## src/rtl/ocp_skip_latch.sv

```systemverilog
module ocp_skip_latch #(
  parameter int SKIP_CYCLES  = 8,
  parameter int WATCH_CYCLES = 8
) (
  input  logic clk,
  input  logic rst_n,
  input  logic enable,
  input  logic cyc_start,
  input  logic ilim_raw,
  input  logic pg_in,
  output logic hs_inhibit,
  output logic fault,
  output logic pgood_out
);
  localparam int LAST = SKIP_CYCLES + WATCH_CYCLES;
  localparam int CW   = $clog2(LAST + 1);

  logic [1:0]    sync_q;
  logic [CW-1:0] cnt;
  logic          lim_s, in_skip, watch_next;

  assign lim_s      = sync_q[1];
  assign in_skip    = (cnt != '0) && (cnt <= CW'(SKIP_CYCLES));
  assign watch_next = (cnt >= CW'(SKIP_CYCLES)) && (cnt < CW'(LAST));

  always_ff @(posedge clk or negedge rst_n)
    if (!rst_n) sync_q <= '0;
    else        sync_q <= {sync_q[0], ilim_raw};

  always_ff @(posedge clk or negedge rst_n) begin
    if (!rst_n) begin
      cnt   <= '0;
      fault <= 1'b0;
    end else if (!enable) begin
      cnt   <= '0;
      fault <= 1'b0;
    end else if (cyc_start && !fault) begin
      if (cnt == '0 || cnt == CW'(LAST))
        cnt <= lim_s ? CW'(1) : '0;
      else if (watch_next && lim_s) begin
        fault <= 1'b1;
        cnt   <= '0;
      end else
        cnt <= cnt + CW'(1);
    end
  end

  assign hs_inhibit = !enable || fault || in_skip;
  assign pgood_out  = pg_in && !fault;

  a_r5_fault_only_in_watch: assert property (@(posedge clk) disable iff (!rst_n)
    $rose(fault) |-> $past(cyc_start && lim_s && watch_next && enable));
  a_r7_fault_sticky: assert property (@(posedge clk) disable iff (!rst_n)
    (fault && enable) |=> fault);
  a_r8_disable_clears: assert property (@(posedge clk) disable iff (!rst_n)
    !enable |=> (!fault && cnt == '0));
  a_r2_event_inhibits: assert property (@(posedge clk) disable iff (!rst_n)
    (enable && !fault && cnt == '0 && cyc_start && lim_s) |=> (hs_inhibit || !enable));
  a_r3_count_on_strobe: assert property (@(posedge clk) disable iff (!rst_n)
    (enable && !cyc_start) |=> $stable(cnt));
  a_r10_pgood_fault: assert property (@(posedge clk) disable iff (!rst_n)
    fault |-> !pgood_out);
endmodule

```

## config.mk

```make
export PLATFORM = sky130hd
export DESIGN_NAME = ocp_skip_latch
export DESIGN_NICKNAME = d
export VERILOG_FILES = /design/src/rtl/ocp_skip_latch.sv
export SDC_FILE = /design/constraint.sdc
export NUM_CORES = 1
export LEC_CHECK = 0
export ABC_CLOCK_PERIOD_IN_PS = 1690
export BUFFER_PORTS_ARGS = -buffer_cell sky130_fd_sc_hd__buf_2
export CAP_MARGIN = 20
export CORE_MARGIN = 1
export CORE_UTILIZATION = 30
export DETAILED_ROUTE_END_ITERATION = 7
export PLACE_DENSITY = 0.51
export SYNTH_ARGS = -nofsm -noshare
export SYNTH_HDL_FRONTEND = slang
export SYNTH_SLANG_ARGS = --single-unit
```

## constraint.sdc

```tcl
create_clock -name clk -period 1.69 [get_ports clk]
set_input_delay 0.338 -clock clk [delete_from_list [all_inputs] [get_ports clk]]
set_output_delay 0.338 -clock clk [all_outputs]
set_load 0.005 [all_outputs]
```

==> results.cfg, run 1 <==
[status]
status = finished, violations left
violations = negative setup slack

[routing]
detail_route.wirelength_um = 1070
detail_route.first_pass.iterations = 4
drt_first_iter_violations = 9
route.met3.wl_um = 52
count_of_antenna_violating_nets_left_after_detailed_routing = 0
wl_per_cell_um = 12.9
drcViolationCount = 0
detailed_route_wirelength_on_metal2_um = 526
wl_met1_um = 473
dr_total_vias = 456
avgViaCountPerCell = 5.49
highest_layer = met4

[finish]
fillers = 136
finalCoreUtilization_pct = 43.8
area_growth_pct = 28.7
final_cell_area_um2 = 606
leading_cell_types_in_the_layout_fill_and_taps_excluded = sky130_fd_sc_hd__dfrtp_1 (8), sky130_fd_sc_hd__buf_2 (8), sky130_fd_sc_hd__buf_4 (8), sky130_fd_sc_hd__inv_1 (6)
post_route_cells_drive_above_1_share_pct = 32.4
antenna-diode-count = 0
layout.nets = 78
multi_input_comb_area_um2 = 228
ff_latch_area_um2 = 200

[timing]
rsz0062_at_grt = yes
worst_setup_slack_final_ps = -246
slew-limit-headroom_pct = 83.4
fin_worst_skew_ps = 2.70
final_max_slew_viol_count = 0
highest_achievable_clock_rate_ghz = 0.517
fin_crit_sh_pct = 115
worstMarginPinSlew_ps = 246
finalSetupViolCount = 1
period_needed_ps = 1940
hold_violations = 0

[clocking]
clock-root-buffer = sky130_fd_sc_hd__clkbuf_4
worst_setup_hold_path_clk_slew_ps = 50
tritoncts = done
postCtsSetupRepairBufs = 0
postCtsResizedCells = 0
cts-buffers-inserted = 3
cts_buffer_depth = 2
cts.sink_count = 8
clock_latency_ps = 250
cts-htree-levels = 1

[worst_setup_path]
worstSetupPathType = flop to output pin
required_ps = 1350
worstSetupStartpointType = flop
worst-path-max-fanout = 2
regToRegEndpoint = cnt[0]
worst_setup_path_end_kind = output pin
rrSetupSlack_ps = 80
crit_arrival_ps = 1600
worst_r2r_path_depth = 6
worst_r2r_startpoint = cnt[0]

[placed_design]
gp_congestion = 0.812
numPortBuffers = 8
place_area_um2 = 573
dp_hpwl_um = 804

[global_route]
gr-total-overflow = 0
grt_use_total_pct = 14.4
number_of_antenna_violations_at_the_first_check_in_global_routing = 0
grt_pass1_vias = 397
grt_start_max_net_pins = 9
grt_first_pass_wirelength_um = 1800

[floorplanning]
fp.dieH_um = 41.6
design.die.area_mm2 = 0.00173
std_cell_rows = 13
initial_utilization_pct = 34.0
io_pins = 9
design.core.area_mm2 = 0.00138
dieWidth_um = 41.6

[min_path]
min-delay-start = ilim_raw
hold-path-endpoint = sync_q[0]
holdCritPathClass = input pin to flop
min_delay_path_depth = 1

[yosys]
ys_ff_latch = 8
synth_warnings = 0
synth_area_um2 = 470
netlist_instances = 50
synth_largest_area_cell = sky130_fd_sc_hd__dfrtp_1
yosysTopAreaCellShare_pct = 42.6
synthesis.nets = 58
synth_area_leaders = sky130_fd_sc_hd__dfrtp_1 (43%), sky130_fd_sc_hd__inv_1 (5.6%), sky130_fd_sc_hd__ha_1 (5.3%)
synth_area_per_cell_um2 = 9.41
unique_cell_type_count_in_the_yosys_netlist = 23
synth_seq_area_share_pct = 42.6

[power_and_ir_drop]
leakagePower_uw = 0.000281
power.ir.vdd_worst_mv = 0.413
power_per_cell_area_mw_per_mm2 = 671

[run]
cap_violations = 0
final cells by class:
cell class                 instances  area share [%]
tap                               15            3.10
inverter                           7            4.34
timing repair buffer              17            18.2
clock buffer                       3            3.72
multi-input combinational         33            37.6
sequential                         8            33.1
sequential cells by signal (all words and copies together), names as in the netlist:
register,flops
cnt,5
sync_q,2
fault,1
layer usage:
layer,up-vias,GRT usage (%)
met5,-,0
met4,0,7.74
met3,4,6.52
met2,13,21.6
met1,222,17.1
li1,217,-
power by group:
group	internal [uW]	switching, uW
Sequential	197	3.32
Clock	81.2	63.9
Combinational	31.3	30.1
Total	309	97.4
worst max-delay path, stage by stage (launching register included):
cell and delay (ps):
sky130_fd_sc_hd__dfrtp_1 380, sky130_fd_sc_hd__inv_2 60, sky130_fd_sc_hd__ha_1 150, sky130_fd_sc_hd__or3b_1 370, sky130_fd_sc_hd__a311o_1 260, sky130_fd_sc_hd__buf_2 120
logic make-up after synthesis:
family / count (synthesis) / share of synthesized area (%)
AOI/OAI and AO/OA: 11 / 17.0
adders and majority gates: 2 / 5.32
buffers and inverters: 9 / 9.04
DFF: 8 / 42.6
and+or+nand+nor: 20 / 26.1
synthesized netlist by cell type, drive strengths merged:
cell type / instances
dfrtp: 8
nor4bb: 1
a31oi: 2
a221oi: 1
or3b: 1
nor3b: 1
nand3: 4
nand3b: 1
a21oi: 3
nand2: 4
nand4: 2
o211ai: 2
o21ai: 1
buf: 2
or3: 1
o21a: 1
nor2b: 3
ha: 2
nand2b: 1
a311o: 1
inv: 7
nand4b: 1
through the flow:
| stage | instances | hold WS (ps) | TNS (ps) | setup slack (ps) | power (uW) |
|---|---|---|---|---|---|
| after floorplan | 50 | 42.4 | 0 | 12.4 | 231 |
| after global placement | 79 | 193 | 0 | 42.8 | 263 |
| after detailed placement | 79 | 197 | 0 | 13.8 | 263 |
| after CTS | 83 | 182 | -264 | -264 | 418 |
| after global routing | 83 | 182 | -341 | -335 | 432 |
| final | 83 | 189 | -246 | -246 | 407 |
worst max-delay path by stage:
stage | start | end | slack [ps] | cells after the start
2_1_floorplan | cnt[0] | hs_inhibit | 10 | 5
3_3_place_gp | cnt[1] | hs_inhibit | 40 | 5
3_5_place_dp | cnt[0] | hs_inhibit | 10 | 5
4_1_cts | cnt[0] | hs_inhibit | -260 | 5
5_1_grt | cnt[0] | hs_inhibit | -340 | 5
6_report | cnt[0] | hs_inhibit | -250 | 5
repair_timing:
action / CTS / global route
hold buffers: 1 / 0
endpoints found under the hold margin: 8 / 0
endpoints found under the setup margin: 1 / 2
(Power assumes the default switching activity.)
==> run 2, diff against run 1 <==
==> config.mk (replaced) <==
export PLATFORM = sky130hd
export DESIGN_NAME = ocp_skip_latch
export DESIGN_NICKNAME = d
export VERILOG_FILES = /design/src/rtl/ocp_skip_latch.sv
export SDC_FILE = /design/constraint.sdc
export NUM_CORES = 1
export LEC_CHECK = 0
export ABC_CLOCK_PERIOD_IN_PS = 2450
export BUFFER_PORTS_ARGS = -buffer_cell sky130_fd_sc_hd__buf_2
export CAP_MARGIN = 20
export CORE_MARGIN = 1
export CORE_UTILIZATION = 35
export DETAILED_ROUTE_END_ITERATION = 7
export PLACE_DENSITY = 0.56
export SYNTH_ARGS = -nofsm -noshare
export SYNTH_HDL_FRONTEND = slang
export SYNTH_SLANG_ARGS = --single-unit
==> constraint.sdc (replaced) <==
create_clock -name clk -period 2.45 [get_ports clk]
set_input_delay 0.49 -clock clk [delete_from_list [all_inputs] [get_ports clk]]
set_output_delay 0.49 -clock clk [all_outputs]
set_load 0.005 [all_outputs]
==> run 2 against run 1 <==
  * The run now ends clean
  * Worst hold slack got worse by 110 ps
  * Combinational power decreased by 51%
  * Cell count is 12% lower
  * Critical path depth did not move
  * Sequential power fell by 31%
  * Via count decreased by 15%
  * Clock-buffer cell count is the same
  * Register-to-register slack gained 720 ps
  * Core utilization increased by 1.8 points
  * Clock power shrank 36%
  * Critical path type unchanged
  * Largest cell class unchanged
  * Highest routed layer is now met3
==> results.cfg, run 2 (same netlist as run 1, synthesis figures left out) <==
[status]
status = finished, final reports clean

[worst_setup_path]
cpMaxStageDelayCell = sky130_fd_sc_hd__or3b_1
worst_r2r_startpoint = cnt[0]
regToRegEndpoint = cnt[0]
worst_r2r_path_depth = 5
worst_path_largest_cell_delay_ps = 440
rrSetupSlack_ps = 800
crit_path_cell_trace = inv_1 -> ha_1 -> or3b_1 -> a311o_1 -> buf_2
worst_setup_path_end_kind = output pin
worstSetupPathType = flop to output pin
worstSetupStartpointType = flop
required_ps = 1960
worst-path-max-fanout = 6
crit_arrival_ps = 1810

[clocking]
cts.sink_count = 8
postCtsResizedCells = 0
worst_setup_hold_path_clk_slew_ps = 50
clock_latency_ps = 240
cts_buffer_depth = 2
postCtsSetupRepairBufs = 0
cts-htree-levels = 1
tritoncts = done
cts-buffers-inserted = 3
postCtsHoldBufs = 0
clock-root-buffer = sky130_fd_sc_hd__clkbuf_4

[finish]
antenna-diode-count = 0
fillers = 126
layout.nets = 69
post_route_cells_drive_above_1_share_pct = 22.0
biggestRegsByFlops = cnt x5, sync_q x2, fault x1
largest_reg_flops = 5
area_growth_pct = 13.6
multi_input_comb_area_um2 = 228
leading_cell_types_in_the_layout_fill_and_taps_excluded = sky130_fd_sc_hd__dfrtp_1 (8), sky130_fd_sc_hd__buf_2 (8), sky130_fd_sc_hd__inv_1 (7), sky130_fd_sc_hd__nand3_1 (4), sky130_fd_sc_hd__nand2_1 (4)
ff_latch_area_um2 = 200
top_register = cnt

[placed_design]
gp_congestion = 0.739
numPortBuffers = 8
dp_worst_setup_slack_ps = 415
dp_hpwl_um = 657

[run]
cap_violations = 0

[routing]
wl_per_cell_um = 11.8
dr_total_vias = 387
drcViolationCount = 0
avgViaCountPerCell = 5.30
count_of_antenna_violating_nets_left_after_detailed_routing = 0
detail_route.first_pass.iterations = 4
detail_route.wirelength_um = 859
drt_first_iter_violations = 7

[timing]
worstMarginPinSlew_ps = 267
final_max_slew_viol_count = 0
slew-limit-headroom_pct = 82.2
totalNegativeSetupSlack_ps = 0
rsz0062_at_grt = no
worst_setup_slack_final_ps = 147
finalSetupViolCount = 0
hold_violations = 0
period_needed_ps = 2300
fin_crit_sh_pct = 94.0
fin_worst_skew_ps = 1.67
highest_achievable_clock_rate_ghz = 0.434
fin_hold_ws_ps = 77.9

[global_route]
gr-total-overflow = 0
grt_pass1_vias = 337
grt_use_total_pct = 14.7
number_of_antenna_violations_at_the_first_check_in_global_routing = 0
grt_first_pass_wirelength_um = 1440
grt_start_max_net_pins = 10

[power_and_ir_drop]
leakagePower_uw = 0.000237
power.ir.vdd_worst_mv = 0.227
power_per_cell_area_mw_per_mm2 = 489

[floorplanning]
initial_utilization_pct = 40.2
design.die.area_mm2 = 0.00149
fp.dieH_um = 38.7
design.core.area_mm2 = 0.00117
dieWidth_um = 38.7
io_pins = 9
std_cell_rows = 12

[min_path]
holdCritPathClass = input pin to asynchronous set/reset pin
[run 2: stage by stage]
stage | std cells | utilization, % | cell area [um^2] | total power (uW)
2_1_floorplan | 50 | - | 470 | 159
3_3_place_gp | 70 | 43.7 | 512 | 170
3_5_place_dp | 70 | 43.7 | 512 | 170
4_1_cts | 73 | 45.6 | 534 | 271
5_1_grt | 73 | 45.6 | 534 | 281
6_report | 73 | 45.6 | 534 | 261
[run 2: metal layers]
metal  vias up  part of all wire [%]  global-route usage (%)
met3         0                   3.8                    3.47
met4         0                     0                    10.3
met1       178                    54                    19.9
met2        10                    42                    20.4
met5         -                     0                       0
li1        199                     -                       -
[run 2: critical path: cells and delay by family (launching register included)]
kind            cells  cell delay (ps)
flops               1              390
fa+ha+maj           1              170
compound gates      1              340
buf+inv             2              240
simple gates        1              440
[run 2: how the worst max path moves through the flow]
stage,slack (ps),start,endpoint,cells after the start
after global placement,430,cnt[0],hs_inhibit,5
after floorplan,550,cnt[0],hs_inhibit,5
after global routing,20,cnt[0],hs_inhibit,5
final,150,cnt[0],hs_inhibit,5
after CTS,140,cnt[0],hs_inhibit,5
after detailed placement,410,cnt[0],hs_inhibit,5
[run 2: power breakdown]
group / switching [uW] / internal (uW)
Sequential: 2.46 / 136
Clock: 37.4 / 55.5
Combinational: 17.3 / 12.7
Total: 57.1 / 204
[run 2: layout make-up]
| type | count | area share, % |
|---|---|---|
| Sequential cell | 8 | 37.5 |
| Multi-Input combinational cell | 33 | 42.6 |
| Timing Repair Buffer | 8 | 7.49 |
| Inverter | 7 | 4.92 |
| Clock buffer | 3 | 4.22 |
| Tap cell | 14 | 3.28 |
==> run 3, diff against run 2 <==
==> config.mk (replaced) <==
export PLATFORM = sky130hd
export DESIGN_NAME = ocp_skip_latch
export DESIGN_NICKNAME = d
export VERILOG_FILES = /design/src/rtl/ocp_skip_latch.sv
export SDC_FILE = /design/constraint.sdc
export NUM_CORES = 1
export LEC_CHECK = 0
export ABC_AREA = 1
export ABC_CLOCK_PERIOD_IN_PS = 2450
export BUFFER_PORTS_ARGS = -buffer_cell sky130_fd_sc_hd__buf_2
export CAP_MARGIN = 20
export CORE_AREA = 2 2 39 41
export DETAILED_ROUTE_END_ITERATION = 7
export DIE_AREA = 0 0 41 43
export PLACE_DENSITY = 0.55
export SYNTH_ARGS = -nofsm -noshare
export SYNTH_HDL_FRONTEND = slang
export SYNTH_SLANG_ARGS = --single-unit
==> constraint.sdc (replaced) <==
create_clock -name clk -period 2.45 [get_ports clk]
set_input_delay 0.1225 -clock clk [delete_from_list [all_inputs] [get_ports clk]]
set_output_delay 0.1225 -clock clk [all_outputs]
set_load 0.005 [all_outputs]
==> run 3 against run 2 <==
  * Synthesized area is 4.0% lower
  * Non-clock buffer count grew 2
  * Final area increased by 3.7%
  * Largest cell class unchanged
  * Wire length grew 8.4%
  * First-iteration DRC count rose by 86%
  * Power rose by 7.1%
  * Worst hold slack gained 72 ps
  * Critical path type unchanged
  * Synthesized cell count grew 26%
  * Highest routed layer is now met4
  * Maximum frequency is 54% higher
==> results.cfg, run 3 <==
[clocking]
clock-root-buffer = sky130_fd_sc_hd__clkbuf_4
tritoncts = done
postCtsSetupRepairBufs = 0
clock_latency_ps = 260
cts_buffer_depth = 2
cts-htree-levels = 1
postCtsHoldBufs = 2
cts-buffers-inserted = 3
cts.sink_count = 8
postCtsResizedCells = 0
worst_setup_hold_path_clk_slew_ps = 60

[placed_design]
gp_congestion = 0.770
dp_worst_setup_slack_ps = 1210
numPortBuffers = 8
dp_hpwl_um = 695

[timing]
finalSetupViolCount = 0
period_needed_ps = 1490
hold_violations = 0
rsz0062_at_grt = no
totalNegativeSetupSlack_ps = 0
worstMarginPinSlew_ps = 254
worst_setup_slack_final_ps = 958
final_max_slew_viol_count = 0
highest_achievable_clock_rate_ghz = 0.670
fin_worst_skew_ps = 9.67
slew-limit-headroom_pct = 83.1
fin_crit_sh_pct = 60.9

[global_route]
grt_start_max_net_pins = 9
groute.layer.met1.usage_pct = 18.7
grt_use_total_pct = 13.9
grt_use_met3_pct = 4.71
grt_first_pass_wirelength_um = 1580
global_route.peak_usage_layer = met2
gr-total-overflow = 0
number_of_antenna_violations_at_the_first_check_in_global_routing = 0
grt_pass1_vias = 384
grtUsageMet2_pct = 18.8

[yosys]
synthArstFlopShare_pct = 100
synth_area_per_cell_um2 = 7.17
synth_area_um2 = 452
unique_cell_type_count_in_the_yosys_netlist = 13
netlist_instances = 63
synth_most_common_cell = sky130_fd_sc_hd__nand2_1
synth_largest_area_cell = sky130_fd_sc_hd__dfrtp_1
ys_ff_latch = 8
synth_seq_area_share_pct = 44.3
yosysTopAreaCellShare_pct = 44.3
postSynth.topFlopCell = sky130_fd_sc_hd__dfrtp_1
synthesis.nets = 71
synth_area_leaders = sky130_fd_sc_hd__dfrtp_1 (44%), sky130_fd_sc_hd__nand2_1 (19%), sky130_fd_sc_hd__inv_1 (7.5%)
synth.cells.most_frequent = sky130_fd_sc_hd__nand2_1 (23), sky130_fd_sc_hd__inv_1 (9), sky130_fd_sc_hd__dfrtp_1 (8)
synth_warnings = 0
edff_count_synth = 0

[min_path]
min_delay_path_depth = 3
holdCritPathClass = input pin to flop
hold-path-endpoint = fault
min-delay-start = enable

[worst_setup_path]
worstSetupStartpointType = flop
worst_r2r_startpoint = cnt[0]
worst_setup_path_end_kind = output pin
crit_arrival_ps = 1370
worstSetupPathType = flop to output pin
rrSetupSlack_ps = 1180
worst_r2r_path_depth = 7
worst-path-max-fanout = 4
required_ps = 2330
regToRegEndpoint = cnt[4]

[finish]
ff_latch_area_um2 = 200
antenna-diode-count = 0
fillers = 154
leading_cell_types_in_the_layout_fill_and_taps_excluded = sky130_fd_sc_hd__nand2_1 (23), sky130_fd_sc_hd__inv_1 (9), sky130_fd_sc_hd__dfrtp_1 (8), sky130_fd_sc_hd__buf_2 (8)
biggestRegsByFlops = cnt x5, sync_q x2, fault x1
top_register = cnt
largest_reg_flops = 5
post_route_cells_drive_above_1_share_pct = 21.1
multi_input_comb_area_um2 = 214
layout.cells.most_common = sky130_fd_sc_hd__nand2_1
layout.nets = 86
area_growth_pct = 22.7

[floorplanning]
design.core.area_mm2 = 0.00138
dieWidth_um = 41
initial_utilization_pct = 32.6
io_pins = 9
std_cell_rows = 14
fp.dieH_um = 43
design.die.area_mm2 = 0.00176

[routing]
detail_route.first_pass.iterations = 4
dr_total_vias = 423
avgViaCountPerCell = 4.60
drt_first_iter_violations = 13
detail_route.wirelength_um = 931
wl_per_cell_um = 10.1
count_of_antenna_violating_nets_left_after_detailed_routing = 0
drcViolationCount = 0

[run]
cap_violations = 0

[status]
status = finished, final reports clean

[power_and_ir_drop]
power.ir.vdd_worst_mv = 0.226
leakagePower_uw = 0.000310
power_per_cell_area_mw_per_mm2 = 505
-- run 3: cell count changes in the layout (fill, tap and decap cells not counted), sizes merged, moves of 3 or more --
cell and delta:
inv +3, nand2 +21, nor2 +7, nor2b -3
-- run 3: how the worst max path moves through the flow --
stage          startpoint    endpoint  slack [ps]
2_1_floorplan      cnt[0]      cnt[3]        1370
3_3_place_gp       cnt[0]  hs_inhibit        1250
3_5_place_dp       cnt[0]      cnt[4]        1210
4_1_cts            cnt[0]  hs_inhibit         940
5_1_grt            cnt[0]  hs_inhibit         860
6_report           cnt[0]  hs_inhibit         960
-- run 3: cells by family (layout without fill, tap and decap cells) --
kind of cell	count (synthesis)	after routing	synth area share (%)
DFF	8	8	44.3
adders and majority gates	2	2	5.54
and+or+nand+nor	39	39	37.1
AOI/OAI and AO/OA	4	4	4.71
buffers and inverters	10	23	8.31
-- run 3: critical path: stages, from the launching register on --
cell	delay, ps
sky130_fd_sc_hd__dfrtp_1	390
sky130_fd_sc_hd__inv_1	90
sky130_fd_sc_hd__ha_1	240
sky130_fd_sc_hd__nand2_2	90
sky130_fd_sc_hd__nand2_1	40
sky130_fd_sc_hd__o21ai_0	120
sky130_fd_sc_hd__buf_2	130
-- run 3: final cells by class --
| cell class | count | share of cell area (%) |
|---|---|---|
| inverters | 10 | 6.77 |
| well taps | 16 | 3.61 |
| flip-flops and latches | 8 | 36.1 |
| clock buffers | 3 | 4.06 |
| repair buffers | 10 | 10.8 |
| multi-input cells | 45 | 38.6 |
-- run 3: power by group --
| group | total (uW) | switching [uW] | internal (uW) | leakage (uW) |
|---|---|---|---|---|
| registers | 139 | 3.16 | 136 | 0.000106 |
| logic | 35.5 | 20.4 | 15.1 | 0.000190 |
| clock network | 105 | 48.7 | 56.3 | 0.0000138 |
| total | 280 | 72.3 | 207 | 0.000310 |
-- run 3: layer usage --
metal  routed length, um  part of all wire (%)  up-vias
met5                   0                     0        -
met1                 454                    49      181
met4                  14                   1.5        0
met2                 393                    42       18
met3                  68                   7.3        2
li1                    -                     -      222
-- run 3: per-stage QoR --
| stage | util (%) | total power (uW) | area (um^2) | std cells | hold WS [ps] |
|---|---|---|---|---|---|
| after detailed placement | 37.0 | 175 | 512 | 87 | -15.5 |
| after global placement | 37.0 | 174 | 512 | 87 | -17.1 |
| final | 40.1 | 280 | 554 | 92 | 150 |
| after CTS | 40.1 | 286 | 554 | 92 | 146 |
| after floorplan | - | 161 | 452 | 63 | -173 |
| after global routing | 40.1 | 298 | 554 | 92 | 150 |
